File: config.mk
export PLATFORM = sky130hd
export DESIGN_NAME = bitband_bridge
export DESIGN_NICKNAME = d
export VERILOG_FILES = /design/src/rtl/bb_pkg.sv /design/src/rtl/bb_region_decode.sv /design/src/rtl/bb_bit_lane.sv /design/src/rtl/bitband_bridge.sv
export SDC_FILE = /design/constraint.sdc
export NUM_CORES = 1
export LEC_CHECK = 0
export BUFFER_PORTS_ARGS = -buffer_cell sky130_fd_sc_hd__clkbuf_2
export CORE_ASPECT_RATIO = 1.5
export CORE_MARGIN = 2
export CORE_UTILIZATION = 25
export CTS_BUF_LIST = sky130_fd_sc_hd__clkbuf_16
export DETAILED_ROUTE_END_ITERATION = 8
export GPL_ROUTABILITY_DRIVEN = 0
export PLACE_DENSITY = 0.54
export REMOVE_ABC_BUFFERS = 1
export SLEW_MARGIN = 20
export SYNTH_ARGS = -nofsm -noshare
export SYNTH_HDL_FRONTEND = slang
export SYNTH_SLANG_ARGS = --single-unit
File: constraint.sdc
create_clock -name clk -period 2.2 [get_ports clk]
set_input_delay 0.11 -clock clk [delete_from_list [all_inputs] [get_ports clk]]
set_output_delay 0.11 -clock clk [all_outputs]
set_load 0.02 [all_outputs]
File: src/rtl/bb_pkg.sv
package bb_pkg;
    localparam int BB_ADDR_W   = 32;
    localparam int BB_DATA_W   = 32;
    localparam int BB_SIZE_W   = 3;
    // alias words are 4 bytes apart and a byte holds 8 bits: 2 + 3
    localparam int BB_BYTE_SHIFT = 5;

    typedef enum logic [2:0] {
        ST_IDLE, ST_RD_REQ, ST_RD_WAIT, ST_WR_REQ, ST_WR_WAIT, ST_PT_REQ, ST_PT_WAIT
    } bb_state_t;

    typedef struct packed {
        logic                 we;
        logic [BB_ADDR_W-1:0] addr;
        logic [BB_SIZE_W-1:0] size;
        logic [BB_DATA_W-1:0] wdata;
    } bb_req_t;

    function automatic logic size_ok(input logic [BB_SIZE_W-1:0] sz);
        return (sz == 3'd1) || (sz == 3'd2) || (sz == 3'd4);
    endfunction
endpackage

File: src/rtl/bb_region_decode.sv
module bb_region_decode
    import bb_pkg::*;
#(
    parameter int ADDR_W      = BB_ADDR_W,
    parameter int WIN_BITS    = 25,
    parameter int NUM_REGIONS = 2,
    parameter logic [NUM_REGIONS-1:0][ADDR_W-1:0] ALIAS_BASE = '{32'h4200_0000, 32'h2200_0000},
    parameter logic [NUM_REGIONS-1:0][ADDR_W-1:0] MEM_BASE   = '{32'h4000_0000, 32'h2000_0000}
) (
    input  logic [ADDR_W-1:0] addr,
    output logic              hit,
    output logic [ADDR_W-1:0] tgt
);
    logic [NUM_REGIONS-1:0]             hit_vec;
    logic [NUM_REGIONS-1:0][ADDR_W-1:0] tgt_vec;

    for (genvar i = 0; i < NUM_REGIONS; i++) begin : g_region
        assign hit_vec[i] = (addr[ADDR_W-1:WIN_BITS] == ALIAS_BASE[i][ADDR_W-1:WIN_BITS]);
        assign tgt_vec[i] = MEM_BASE[i] | (ADDR_W'(addr[WIN_BITS-1:0]) >> BB_BYTE_SHIFT);
    end

    always_comb begin
        tgt = '0;
        for (int i = 0; i < NUM_REGIONS; i++) begin
            if (hit_vec[i]) tgt = tgt | tgt_vec[i];
        end
    end
    assign hit = |hit_vec;
endmodule

File: src/rtl/bb_bit_lane.sv
module bb_bit_lane
    import bb_pkg::*;
#(
    parameter int ADDR_W = BB_ADDR_W,
    parameter int DATA_W = BB_DATA_W,
    localparam int IDX_W  = $clog2(DATA_W),
    localparam int NBYTES = DATA_W / 8
) (
    input  logic [ADDR_W-1:0]    tgt_addr,
    input  logic [IDX_W-1:0]     word_sel,
    input  logic [BB_SIZE_W-1:0] size,
    input  logic [DATA_W-1:0]    fetched,
    input  logic                 set_val,
    output logic [ADDR_W-1:0]    mem_addr,
    output logic                 bit_out,
    output logic [DATA_W-1:0]    merged
);
    logic [IDX_W-1:0]  idx;
    logic [DATA_W-1:0] keep;

    always_comb begin
        mem_addr = tgt_addr & ~(ADDR_W'(size) - ADDR_W'(1));
        idx      = word_sel & IDX_W'((32'(size) << 3) - 1);
        bit_out  = fetched[idx];
        for (int b = 0; b < NBYTES; b++) begin
            keep[b*8 +: 8] = (b < int'(size)) ? 8'hFF : 8'h00;
        end
        merged      = fetched & keep;
        merged[idx] = set_val;
    end
endmodule

File: src/rtl/bitband_bridge.sv
module bitband_bridge
    import bb_pkg::*;
#(
    parameter int WIN_BITS    = 25,
    parameter int NUM_REGIONS = 2,
    parameter logic [NUM_REGIONS-1:0][BB_ADDR_W-1:0] ALIAS_BASE = '{32'h4200_0000, 32'h2200_0000},
    parameter logic [NUM_REGIONS-1:0][BB_ADDR_W-1:0] MEM_BASE   = '{32'h4000_0000, 32'h2000_0000}
) (
    input  logic                 clk,
    input  logic                 rst,
    input  logic                 s_valid,
    output logic                 s_ready,
    input  logic [BB_ADDR_W-1:0] s_addr,
    input  logic [BB_SIZE_W-1:0] s_size,
    input  logic                 s_we,
    input  logic [BB_DATA_W-1:0] s_wdata,
    output logic                 s_rsp_valid,
    output logic [BB_DATA_W-1:0] s_rsp_rdata,
    output logic                 s_rsp_err,
    output logic                 m_valid,
    input  logic                 m_ready,
    output logic [BB_ADDR_W-1:0] m_addr,
    output logic [BB_SIZE_W-1:0] m_size,
    output logic                 m_we,
    output logic [BB_DATA_W-1:0] m_wdata,
    input  logic                 m_rsp_valid,
    input  logic [BB_DATA_W-1:0] m_rsp_rdata,
    input  logic                 m_rsp_err
);
    localparam int IDX_W = $clog2(BB_DATA_W);

    bb_state_t            state;
    bb_req_t              req_q;
    logic [BB_ADDR_W-1:0] tgt_q, dec_tgt, lane_addr;
    logic [BB_DATA_W-1:0] wb_q, lane_merged;
    logic                 dec_hit, lane_bit;

    bb_region_decode #(
        .ADDR_W(BB_ADDR_W), .WIN_BITS(WIN_BITS), .NUM_REGIONS(NUM_REGIONS),
        .ALIAS_BASE(ALIAS_BASE), .MEM_BASE(MEM_BASE)
    ) u_dec (
        .addr(s_addr), .hit(dec_hit), .tgt(dec_tgt)
    );

    bb_bit_lane #(.ADDR_W(BB_ADDR_W), .DATA_W(BB_DATA_W)) u_lane (
        .tgt_addr(tgt_q), .word_sel(req_q.addr[IDX_W+1:2]), .size(req_q.size),
        .fetched(m_rsp_rdata), .set_val(req_q.wdata[0]),
        .mem_addr(lane_addr), .bit_out(lane_bit), .merged(lane_merged)
    );

    assign s_ready = (state == ST_IDLE);
    assign m_valid = (state == ST_RD_REQ) || (state == ST_WR_REQ) || (state == ST_PT_REQ);
    assign m_addr  = (state == ST_PT_REQ) ? req_q.addr : lane_addr;
    assign m_size  = req_q.size;
    assign m_we    = (state == ST_WR_REQ) || ((state == ST_PT_REQ) && req_q.we);
    assign m_wdata = (state == ST_PT_REQ) ? req_q.wdata : wb_q;

    always_ff @(posedge clk) begin
        if (rst) begin
            state       <= ST_IDLE;
            req_q       <= '0;
            tgt_q       <= '0;
            wb_q        <= '0;
            s_rsp_valid <= 1'b0;
            s_rsp_rdata <= '0;
            s_rsp_err   <= 1'b0;
        end else begin
            s_rsp_valid <= 1'b0;
            unique case (state)
                ST_IDLE: if (s_valid) begin
                    req_q <= '{we: s_we, addr: s_addr, size: s_size, wdata: s_wdata};
                    tgt_q <= dec_tgt;
                    if (!size_ok(s_size)) begin
                        s_rsp_valid <= 1'b1;
                        s_rsp_rdata <= '0;
                        s_rsp_err   <= 1'b1;
                    end else begin
                        state <= dec_hit ? ST_RD_REQ : ST_PT_REQ;
                    end
                end
                ST_RD_REQ: if (m_ready) state <= ST_RD_WAIT;
                ST_RD_WAIT: if (m_rsp_valid) begin
                    if (m_rsp_err) begin
                        s_rsp_valid <= 1'b1;
                        s_rsp_rdata <= '0;
                        s_rsp_err   <= 1'b1;
                        state       <= ST_IDLE;
                    end else if (req_q.we) begin
                        wb_q  <= lane_merged;
                        state <= ST_WR_REQ;
                    end else begin
                        s_rsp_valid <= 1'b1;
                        s_rsp_rdata <= BB_DATA_W'(lane_bit);
                        s_rsp_err   <= 1'b0;
                        state       <= ST_IDLE;
                    end
                end
                ST_WR_REQ: if (m_ready) state <= ST_WR_WAIT;
                ST_WR_WAIT: if (m_rsp_valid) begin
                    s_rsp_valid <= 1'b1;
                    s_rsp_rdata <= '0;
                    s_rsp_err   <= m_rsp_err;
                    state       <= ST_IDLE;
                end
                ST_PT_REQ: if (m_ready) state <= ST_PT_WAIT;
                ST_PT_WAIT: if (m_rsp_valid) begin
                    s_rsp_valid <= 1'b1;
                    s_rsp_rdata <= m_rsp_rdata;
                    s_rsp_err   <= m_rsp_err;
                    state       <= ST_IDLE;
                end
                default: state <= ST_IDLE;
            endcase
        end
    end


    reset_state_chk: assert property (@(posedge clk)
        rst |=> (s_ready && !s_rsp_valid && !m_valid));


    bad_size_chk: assert property (@(posedge clk) disable iff (rst)
        (s_valid && s_ready && !size_ok(s_size)) |=> (s_rsp_valid && s_rsp_err && s_ready && !m_valid));


    rd_err_chk: assert property (@(posedge clk) disable iff (rst)
        (state == ST_RD_WAIT && m_rsp_valid && m_rsp_err) |=> (s_rsp_valid && s_rsp_err && !m_valid));


    bit_only_chk: assert property (@(posedge clk) disable iff (rst)
        (state == ST_RD_WAIT && m_rsp_valid && !m_rsp_err && !req_q.we)
        |=> (s_rsp_valid && s_rsp_rdata[BB_DATA_W-1:1] == '0));


    lock_chk: assert property (@(posedge clk) disable iff (rst)
        (state == ST_RD_WAIT && m_rsp_valid && !m_rsp_err && req_q.we)
        |=> (m_valid && m_we && !s_ready && m_addr == $past(m_addr)));
endmodule

Yosys cells after proc, flatten, opt, wreduce, memory -nomap -nowiden. Cells that the tools add are included.

Bits in registers: 169. Input port bits: 106. Output and inout port bits: 104.

Add/sub/neg operators: 2. Order comparisons: 6. Eq/ne operators: 22. Multiplexer cells: 46. Bitwise logic cells: 6. Reductions and logical operators: 17.

Operators by type and width (count): $mux W32 (10); $pmux W32 S4 (1); $and A32 B32 Y32 (2); $bwmux W32 (1); $mux W8 (4); $not A32 Y32 (1); $or A32 B31 Y32 (1); $mux W30 (1); $mux W3 (8); $pmux W3 S6 (1); $ne A2 B2 Y1 const B (8); $mux W1 (14); $reduce_and A7 Y1 (2); $eq A3 B3 Y1 const B (4); $eq A3 B2 Y1 const B (3); $eq A7 B5 Y1 const B (1); $eq A7 B6 Y1 const B (1); $eq A3 B1 Y1 const B (2); $lt A1 B3 Y1 const A (2); $lt A2 B3 Y1 const A (2); $lt A5 B6 Y1 const B (1); $pmux W1 S3 (2); $reduce_and A6 Y1 (1); $and A5 B5 Y5 (1); other kinds (17) (25).

Depth between registers and ports, before layout. Gate-level depths: netlist (run 1).

Depth after elaboration: 8. Depth in mapped cells: 9.

By module. A second synthesis (run 1) with hierarchy kept.

Cells, all modules: 1080. Area, all modules: 8876.0 sq um.

By module, submodules not included: bitband_bridge (times used 1, cells an instance 843, area an instance 7018.0 sq um); bb_bit_lane (times used 1, cells an instance 192, area an instance 1347.5 sq um); bb_region_decode (times used 1, cells an instance 45, area an instance 510.5 sq um).

Least setup slack after synthesis (run 1). OpenSTA, ideal clock, no wires.

Path kind: reg-to-reg. Start point: register req_q, in the netlist m_size[0]. End point: register wb_q[16]. Data arrival time: 1.939 ns. Slack: 0.170 ns. Stages on the path, launching flop included: 10. Buffers on the path: 2. Period minus slack after synthesis: 2.030 ns. Cell sequence: dfxtp_1 > inv_1 > ha_1 > nand2b_1 > buf_2 > or3_1 > clkbuf_1 > clkinv_1 > nand3_1 > a311oi_1.

Word-level cells in the longest chain between the ends: 7. Elaborated cells on any way between the ends: 11.

RTL lines: start: declaration (line bitband_bridge.sv:33) `bb_req_t req_q;`; start signal: assignment (line bitband_bridge.sv:71) `req_q <= '{we: s_we, addr: s_addr, size: s_size, wdata: s_wdata};`; $sub A5 B1 Y5 (line bb_bit_lane.sv:23) `idx = word_sel & IDX_W'((32'(size) << 3) - 1);`; $and A5 B5 Y5 (line bb_bit_lane.sv:23); $lt A5 B6 Y1 (implied by the code) / $ge A5 B1 Y1 (equally long branches) (line bb_bit_lane.sv:29) `merged[idx] = set_val;`; $logic_and A1 B1 Y1 (implied by the code) (line bb_bit_lane.sv:29); $mux W1 (implied by the code) (line bb_bit_lane.sv:29); $demux W1 S5; $bwmux W32 (*) (line bb_bit_lane.sv:29); end signal: assignment (line bitband_bridge.sv:89) `wb_q <= lane_merged;`; end: declaration (line bitband_bridge.sv:35) `logic [BB_DATA_W-1:0] wb_q, lane_merged;`.

Mark *: on every way between the ends. The rest lies on a longest branch, timed or not. A chain may end at the register's enable or synchronous reset.

Final worst setup path (run 1).
Start point: register state[1]. End point: output m_addr[1].

Word-level cells in the longest chain between the ends: 2.

RTL lines: start: declaration (line bitband_bridge.sv:32) `bb_state_t state;`; start signal: assignment (line bitband_bridge.sv:78) `state <= dec_hit ? ST_RD_REQ : ST_PT_REQ;`; $eq A3 B3 Y1 (line bitband_bridge.sv:53) `assign m_addr = (state == ST_PT_REQ) ? req_q.addr : lane_addr;`; $mux W32 (line bitband_bridge.sv:53); end: declaration (line bitband_bridge.sv:22) `output logic [BB_ADDR_W-1:0] m_addr,`.

Every way passes these cells.

==> results.py, run 1 <==
metrics = {
    "outcome": {
        "outcome": "complete, no violations",
    },
    "detailed_routing": {
        "routed_wl_um": 27960,
        "dr.pass1.iters": 4,
        "final_antenna_net_count": 0,
        "remaining_drc_errors": 0,
        "viasPerCell": 4.669,
        "wl_per_cell_um": 16.14,
        "drt_iter0_drc": 396,
        "vias": 8086,
    },
    "sta": {
        "fmax_mhz": 477.2,
        "tightest_slew_ps": 571.0,
        "slew_headroom_pct": 61.87,
        "period_minus_slack_ps": 2096,
        "holdWs_ps": 39.42,
        "setup_viol": 0,
        "hold_viol_final": 0,
        "drv_slew": 0,
        "rsz0062_at_grt": "no",
        "finClkSkew_ps": 10.30,
        "post-route-period-util_pct": 95.26,
    },
    "clock_network": {
        "cts_tree": "yes",
        "h-tree-depth": 4,
        "numCtsBuffers": 17,
        "path_clk_slew_ps": 60,
        "cts_setup_buffers": 0,
        "cts.path.max_buffers": 2,
        "root_buffer": "clkbuf_16",
        "clock_latency_ps": 440,
        "clock_sinks": 159,
    },
    "die": {
        "die_x_um": 148.1,
        "die_area_mm2": 0.03259,
        "core_region_area_mm2": 0.03084,
        "die_y_um": 220.1,
        "ios": 210,
        "rows": 79,
        "initial_core_util_pct": 25.24,
    },
    "worst_setup_path": {
        "crit_fanout": 17,
        "required_ps": 2090,
        "r2r_setup_slack_ps": 220,
        "worstPathArrival_ps": 1990,
        "endpoint_kind": "primary output",
        "crit_start": "state[1]$_SDFFE_PP0P_",
        "r2r-start": "m_size[1]$_SDFFE_PP0P_",
        "critical_path_class": "reg2out",
        "crit_end": "m_addr[1]",
        "cp-start-kind": "flop",
        "r2r_cells": 7,
        "r2r_end": "wb_q[28]$_SDFFE_PP0P_",
    },
    "yosys": {
        "ys_ff_latch": 159,
        "synthDistinctLibCells": 53,
        "synthArstFlopShare_pct": 0,
        "syn_inst": 1037,
        "synth_flop_cell": "dfxtp_1",
        "syn_area_mm2": 0.007784,
        "yosysWarnings": 0,
        "synth-seq-area-share_pct": 40.89,
        "synth_area_per_cell_um2": 7.506,
        "synth_enable_flop_cells": 0,
    },
    "finish": {
        "final_nets": 1423,
        "drive_above_1_share_pct": 25.79,
        "post-route-util_pct": 35.88,
        "syn_to_final_growth_pct": 42.16,
        "fill_cells": 3302,
        "stdcell_area_mm2": 0.01107,
    },
    "power_and_ir_drop": {
        "p_leak_uw": 0.004484,
        "power_density_mw_per_mm2": 933.7,
        "irDropWorstVdd_mv": 0.6440,
    },
    "grt": {
        "grt_pass1_vias": 7864,
        "antenna_found_initial": 1,
        "grt_max_degree": 91,
        "track_usage_pct": 16.95,
        "grt_pass1_wl_um": 42440,
        "grt.overflow.total": 0,
    },
    "placed_design": {
        "port_buffers": 209,
        "hpwl_um": 19530,
        "dpl-instance-area_mm2": 0.009304,
    },
    "hold_path": {
        "hold_start": "m_rsp_err",
        "min_path_type": "in2reg",
    },
    "flow_run": {
        "drv_cap": 0,
    },
}
## worst max-delay path, stage by stage (launching register included)
cell and delay (ps):
dfxtp_2 380, buf_4 160, nor2b_4 50, buf_4 140
nand2_2 180, buf_12 190, nand3_1 150, nand2_1 110
clkbuf_2 170
## Yosys cell counts (all sizes together) (19+ instances only)
library cell	n	area share [%]
nor2	42	2.1
a21oi	140	9.2
dfxtp	159	41
clkbuf	59	2.8
inv	35	1.7
a22o	19	2.1
buf	36	3.0
nand3	68	4.9
a211oi	22	2.1
nand2	285	14
and3	19	1.5
or2	32	2.6
## flip-flops by register name (all words and copies together) (netlist names)
name	count
req_q	65
s_rsp_rdata	32
wb_q	32
tgt_q	22
m_size	3
state	3
s_rsp_err	1
s_rsp_valid	1
## worst min path at each step
stage / cells after the start / end / slack, ps
after floorplan: 1 / s_rsp_rdata[14]$_SDFFE_PP0P_ / 170
after global placement: 3 / req_q[1]$_SDFFE_PP0P_ / 340
after detailed placement: 3 / req_q[14]$_SDFFE_PP0P_ / 340
after CTS: 3 / state[1]$_SDFFE_PP0P_ / 20
after global routing: 3 / state[1]$_SDFFE_PP0P_ / 50
final: 3 / state[1]$_SDFFE_PP0P_ / 40
## per-layer routing
layer	part of all wire (%)	GRT usage [%]
met5	0	0
met4	3.8	8.349
met3	4.5	3.665
met2	53	31.93
met1	39	17.64
## area by class of cell
cell class                 instances  area [um2]  area share [%]
clock inverter                    14       247.7           2.239
timing repair buffer             353        2530           22.86
antenna                            1       2.502         0.02261
sequential                       159        3187           28.80
multi-input combinational        747        4031           36.43
clock buffer                      17       425.4           3.844
tap                              405       506.7           4.579
inverter                          36       135.1           1.221
## kinds of logic after synthesis
kind of cell	after synthesis	synth area share (%)
XOR/XNOR	2	0.2251
flip-flops	159	40.89
adder cells (fa/ha/maj)	3	0.4823
multiplexers	16	3.054
buffers and inverters	131	7.555
AO/OA/AOI/OAI	230	18.44
AND/OR/NAND/NOR	496	29.35
## placed cells by master, fill, tap and decap left out, types with 8 or more instances in the layout
cell type	instances
a22o_1	19
nand2b_1	9
inv_1	38
a311oi_1	13
nand3_2	8
or2_2	29
buf_12	9
nand3_1	60
nor2_1	40
dlygate4sd3_1	101
clkbuf_16	17
a31oi_1	16
nor2b_1	10
and3_1	18
a211oi_1	22
dfxtp_1	156
clkbuf_2	208
a21oi_1	135
nand2_1	284
mux2i_1	8
buf_4	31
## stage by stage
| stage | TNS, ps | worst slack, ps | total power [uW] | cells |
|---|---|---|---|---|
| final | 0 | 104.3 | 10330 | 1732 |
| after CTS | 0 | 0.08282 | 10450 | 1731 |
| after detailed placement | 0 | 251.4 | 6755 | 1598 |
| after global placement | 0 | 238.8 | 6722 | 1598 |
| after global routing | 0 | 26.29 | 10920 | 1732 |
| after floorplan | -222860 | -2177 | 5255 | 942 |
## where the power goes
group,internal [uW],switching [uW]
combinational,1250,2210
clock,2220,1230
sequential,3200,231
## timing repair
item                                    CTS  global route
endpoints found under the hold margin   128             0
endpoints found under the setup margin   53            53
gates resized for setup                   9             6
gates cloned                              1             0
hold buffers                            101             0
(Power assumes the default switching activity.)
==> run 2: changes to the inputs <==
--- a/config.mk
+++ b/config.mk
@@ -8,11 +8,11 @@
 export BUFFER_PORTS_ARGS = -buffer_cell sky130_fd_sc_hd__clkbuf_2
 export CORE_ASPECT_RATIO = 1.5
 export CORE_MARGIN = 2
-export CORE_UTILIZATION = 25
+export CORE_UTILIZATION = 40
 export CTS_BUF_LIST = sky130_fd_sc_hd__clkbuf_16
 export DETAILED_ROUTE_END_ITERATION = 8
 export GPL_ROUTABILITY_DRIVEN = 0
-export PLACE_DENSITY = 0.54
+export PLACE_DENSITY = 0.74
 export REMOVE_ABC_BUFFERS = 1
 export SLEW_MARGIN = 20
 export SYNTH_ARGS = -nofsm -noshare
==> results.py, run 2 (synthesized netlist as in run 1, its figures left out) <==
metrics = {
    "outcome": {
        "outcome": "complete, no violations",
    },
    "grt": {
        "antenna_found_initial": 1,
        "grt_pass1_wl_um": 40850,
        "grt.overflow.total": 0,
        "grt_pass1_vias": 8109,
        "track_usage_pct": 24.76,
        "grt_max_degree": 91,
    },
    "sta": {
        "post-route-period-util_pct": 93.32,
        "drv_slew": 0,
        "setup_viol": 0,
        "layout_setup_ws_ps": 146.9,
        "slew_headroom_pct": 61.19,
        "tightest_slew_ps": 581.4,
        "fmax_mhz": 487.1,
        "rsz0062_at_grt": "no",
        "hold_viol_final": 0,
        "period_minus_slack_ps": 2053,
        "holdWs_ps": 21.97,
        "finClkSkew_ps": 10.46,
    },
    "finish": {
        "multi_input_area_mm2": 0.004033,
        "final_cell_mix": "nand2_1, clkbuf_2, dfxtp_1",
        "regMostFlops": "req_q",
        "final_common_cell": "nand2_1",
        "final_nets": 1419,
        "fill_cells": 1751,
        "drive_above_1_share_pct": 25.66,
        "stdcell_area_mm2": 0.01068,
        "largest_reg_flops": 65,
        "register_area_mm2": 0.003183,
        "syn_to_final_growth_pct": 37.24,
        "top_regs": "req_q x65, s_rsp_rdata x32, wb_q x32",
        "finalNonFillerCells": 1578,
    },
    "detailed_routing": {
        "remaining_drc_errors": 0,
        "drt_iter0_drc": 394,
        "final_antenna_net_count": 0,
        "dr.pass1.iters": 5,
        "viasPerCell": 5.267,
        "wl_per_cell_um": 16.36,
        "routed_wl_um": 25810,
        "vias": 8311,
    },
    "power_and_ir_drop": {
        "p_leak_uw": 0.004377,
        "power_density_mw_per_mm2": 897.4,
        "irDropWorstVdd_mv": 0.5431,
    },
    "clock_network": {
        "clock_sinks": 159,
        "numCtsBuffers": 17,
        "clock_latency_ps": 440,
        "h-tree-depth": 4,
        "cts_tree": "yes",
        "cts.path.max_buffers": 2,
        "root_buffer": "clkbuf_16",
        "path_clk_slew_ps": 60,
    },
    "placed_design": {
        "port_buffers": 209,
        "post-place-ws_ps": 210.7,
        "hpwl_um": 17110,
        "dpl-instance-area_mm2": 0.009106,
        "dp_cells": 1448,
    },
    "die": {
        "ios": 210,
        "rows": 62,
        "initial_core_util_pct": 40.79,
        "die_area_mm2": 0.02061,
        "die_x_um": 117.9,
        "die_y_um": 174.8,
        "core_region_area_mm2": 0.01908,
    },
    "worst_setup_path": {
        "crit_fanout": 19,
        "worstPathArrival_ps": 1940,
        "critical_path_class": "reg2out",
        "required_ps": 2090,
        "endpoint_kind": "primary output",
        "cp-start-kind": "flop",
    },
    "flow_run": {
        "drv_cap": 0,
    },
    "hold_path": {
        "min_path_type": "in2reg",
    },
}
run 2: path summary, 6_finish.rpt:
| kind | to | cells after the start | slack [ps] | start |
|---|---|---|---|---|
| worst min register to register | req_q[55]$_SDFFE_PP0P_ | 2 | 450 | req_q[55]$_SDFFE_PP0P_ |
| worst min-delay path | state[0]$_SDFFE_PP0P_ | 3 | 20 | m_ready |
| worst max register to register | wb_q[31]$_SDFFE_PP0P_ | 7 | 190 | m_size[0]$_SDFFE_PP0P_ |
| worst max-delay path | m_addr[6] | 7 | 150 | state[2]$_SDFFE_PP0P_ |
run 2: critical path, cell delays in order, from the launching register on:
cell and delay [ps]:
dfxtp_1 320, buf_4 160, nor2b_4 180, and2_4 230
nor2_4 60, buf_8 170, a22o_1 220, clkbuf_2 170
run 2: layout make-up:
| type | instances | area share [%] |
|---|---|---|
| multi-input combinational | 747 | 37.75 |
| sequential | 159 | 29.80 |
| clock inverter | 13 | 1.183 |
| antenna | 1 | 0.02342 |
| clock buffer | 17 | 3.982 |
| timing repair buffer | 349 | 23.00 |
| inverter | 36 | 1.265 |
| tap | 256 | 2.998 |
run 2: stage by stage:
stage               util, %  TNS, ps  total power [uW]
finish                55.98        0              9586
global route          55.98        0             10100
CTS                   55.77        0              9580
detailed placement    47.72        0              6597
global placement      47.72        0              6534
floorplan                 -  -222860              5255
run 2: what timing repair did:
item	in CTS	in global routing
gates cloned	0	1
hold buffers	98	0
endpoints found under the setup margin	1	16
pin swaps	0	0
buffers inserted	0	0
endpoints found under the hold margin	121	0
gates resized for setup	1	4
run 2: where the power goes:
| part | switching [uW] | internal [uW] |
|---|---|---|
| logic | 2150 | 1200 |
| clock network | 1200 | 1640 |
| registers | 213 | 3190 |
run 2: layer usage:
metal / wire length (um) / GRT usage, %
met5: 0 / 0
met4: 1363 / 15.46
met3: 1420 / 5.777
met2: 13290 / 43.60
met1: 9741 / 26.63
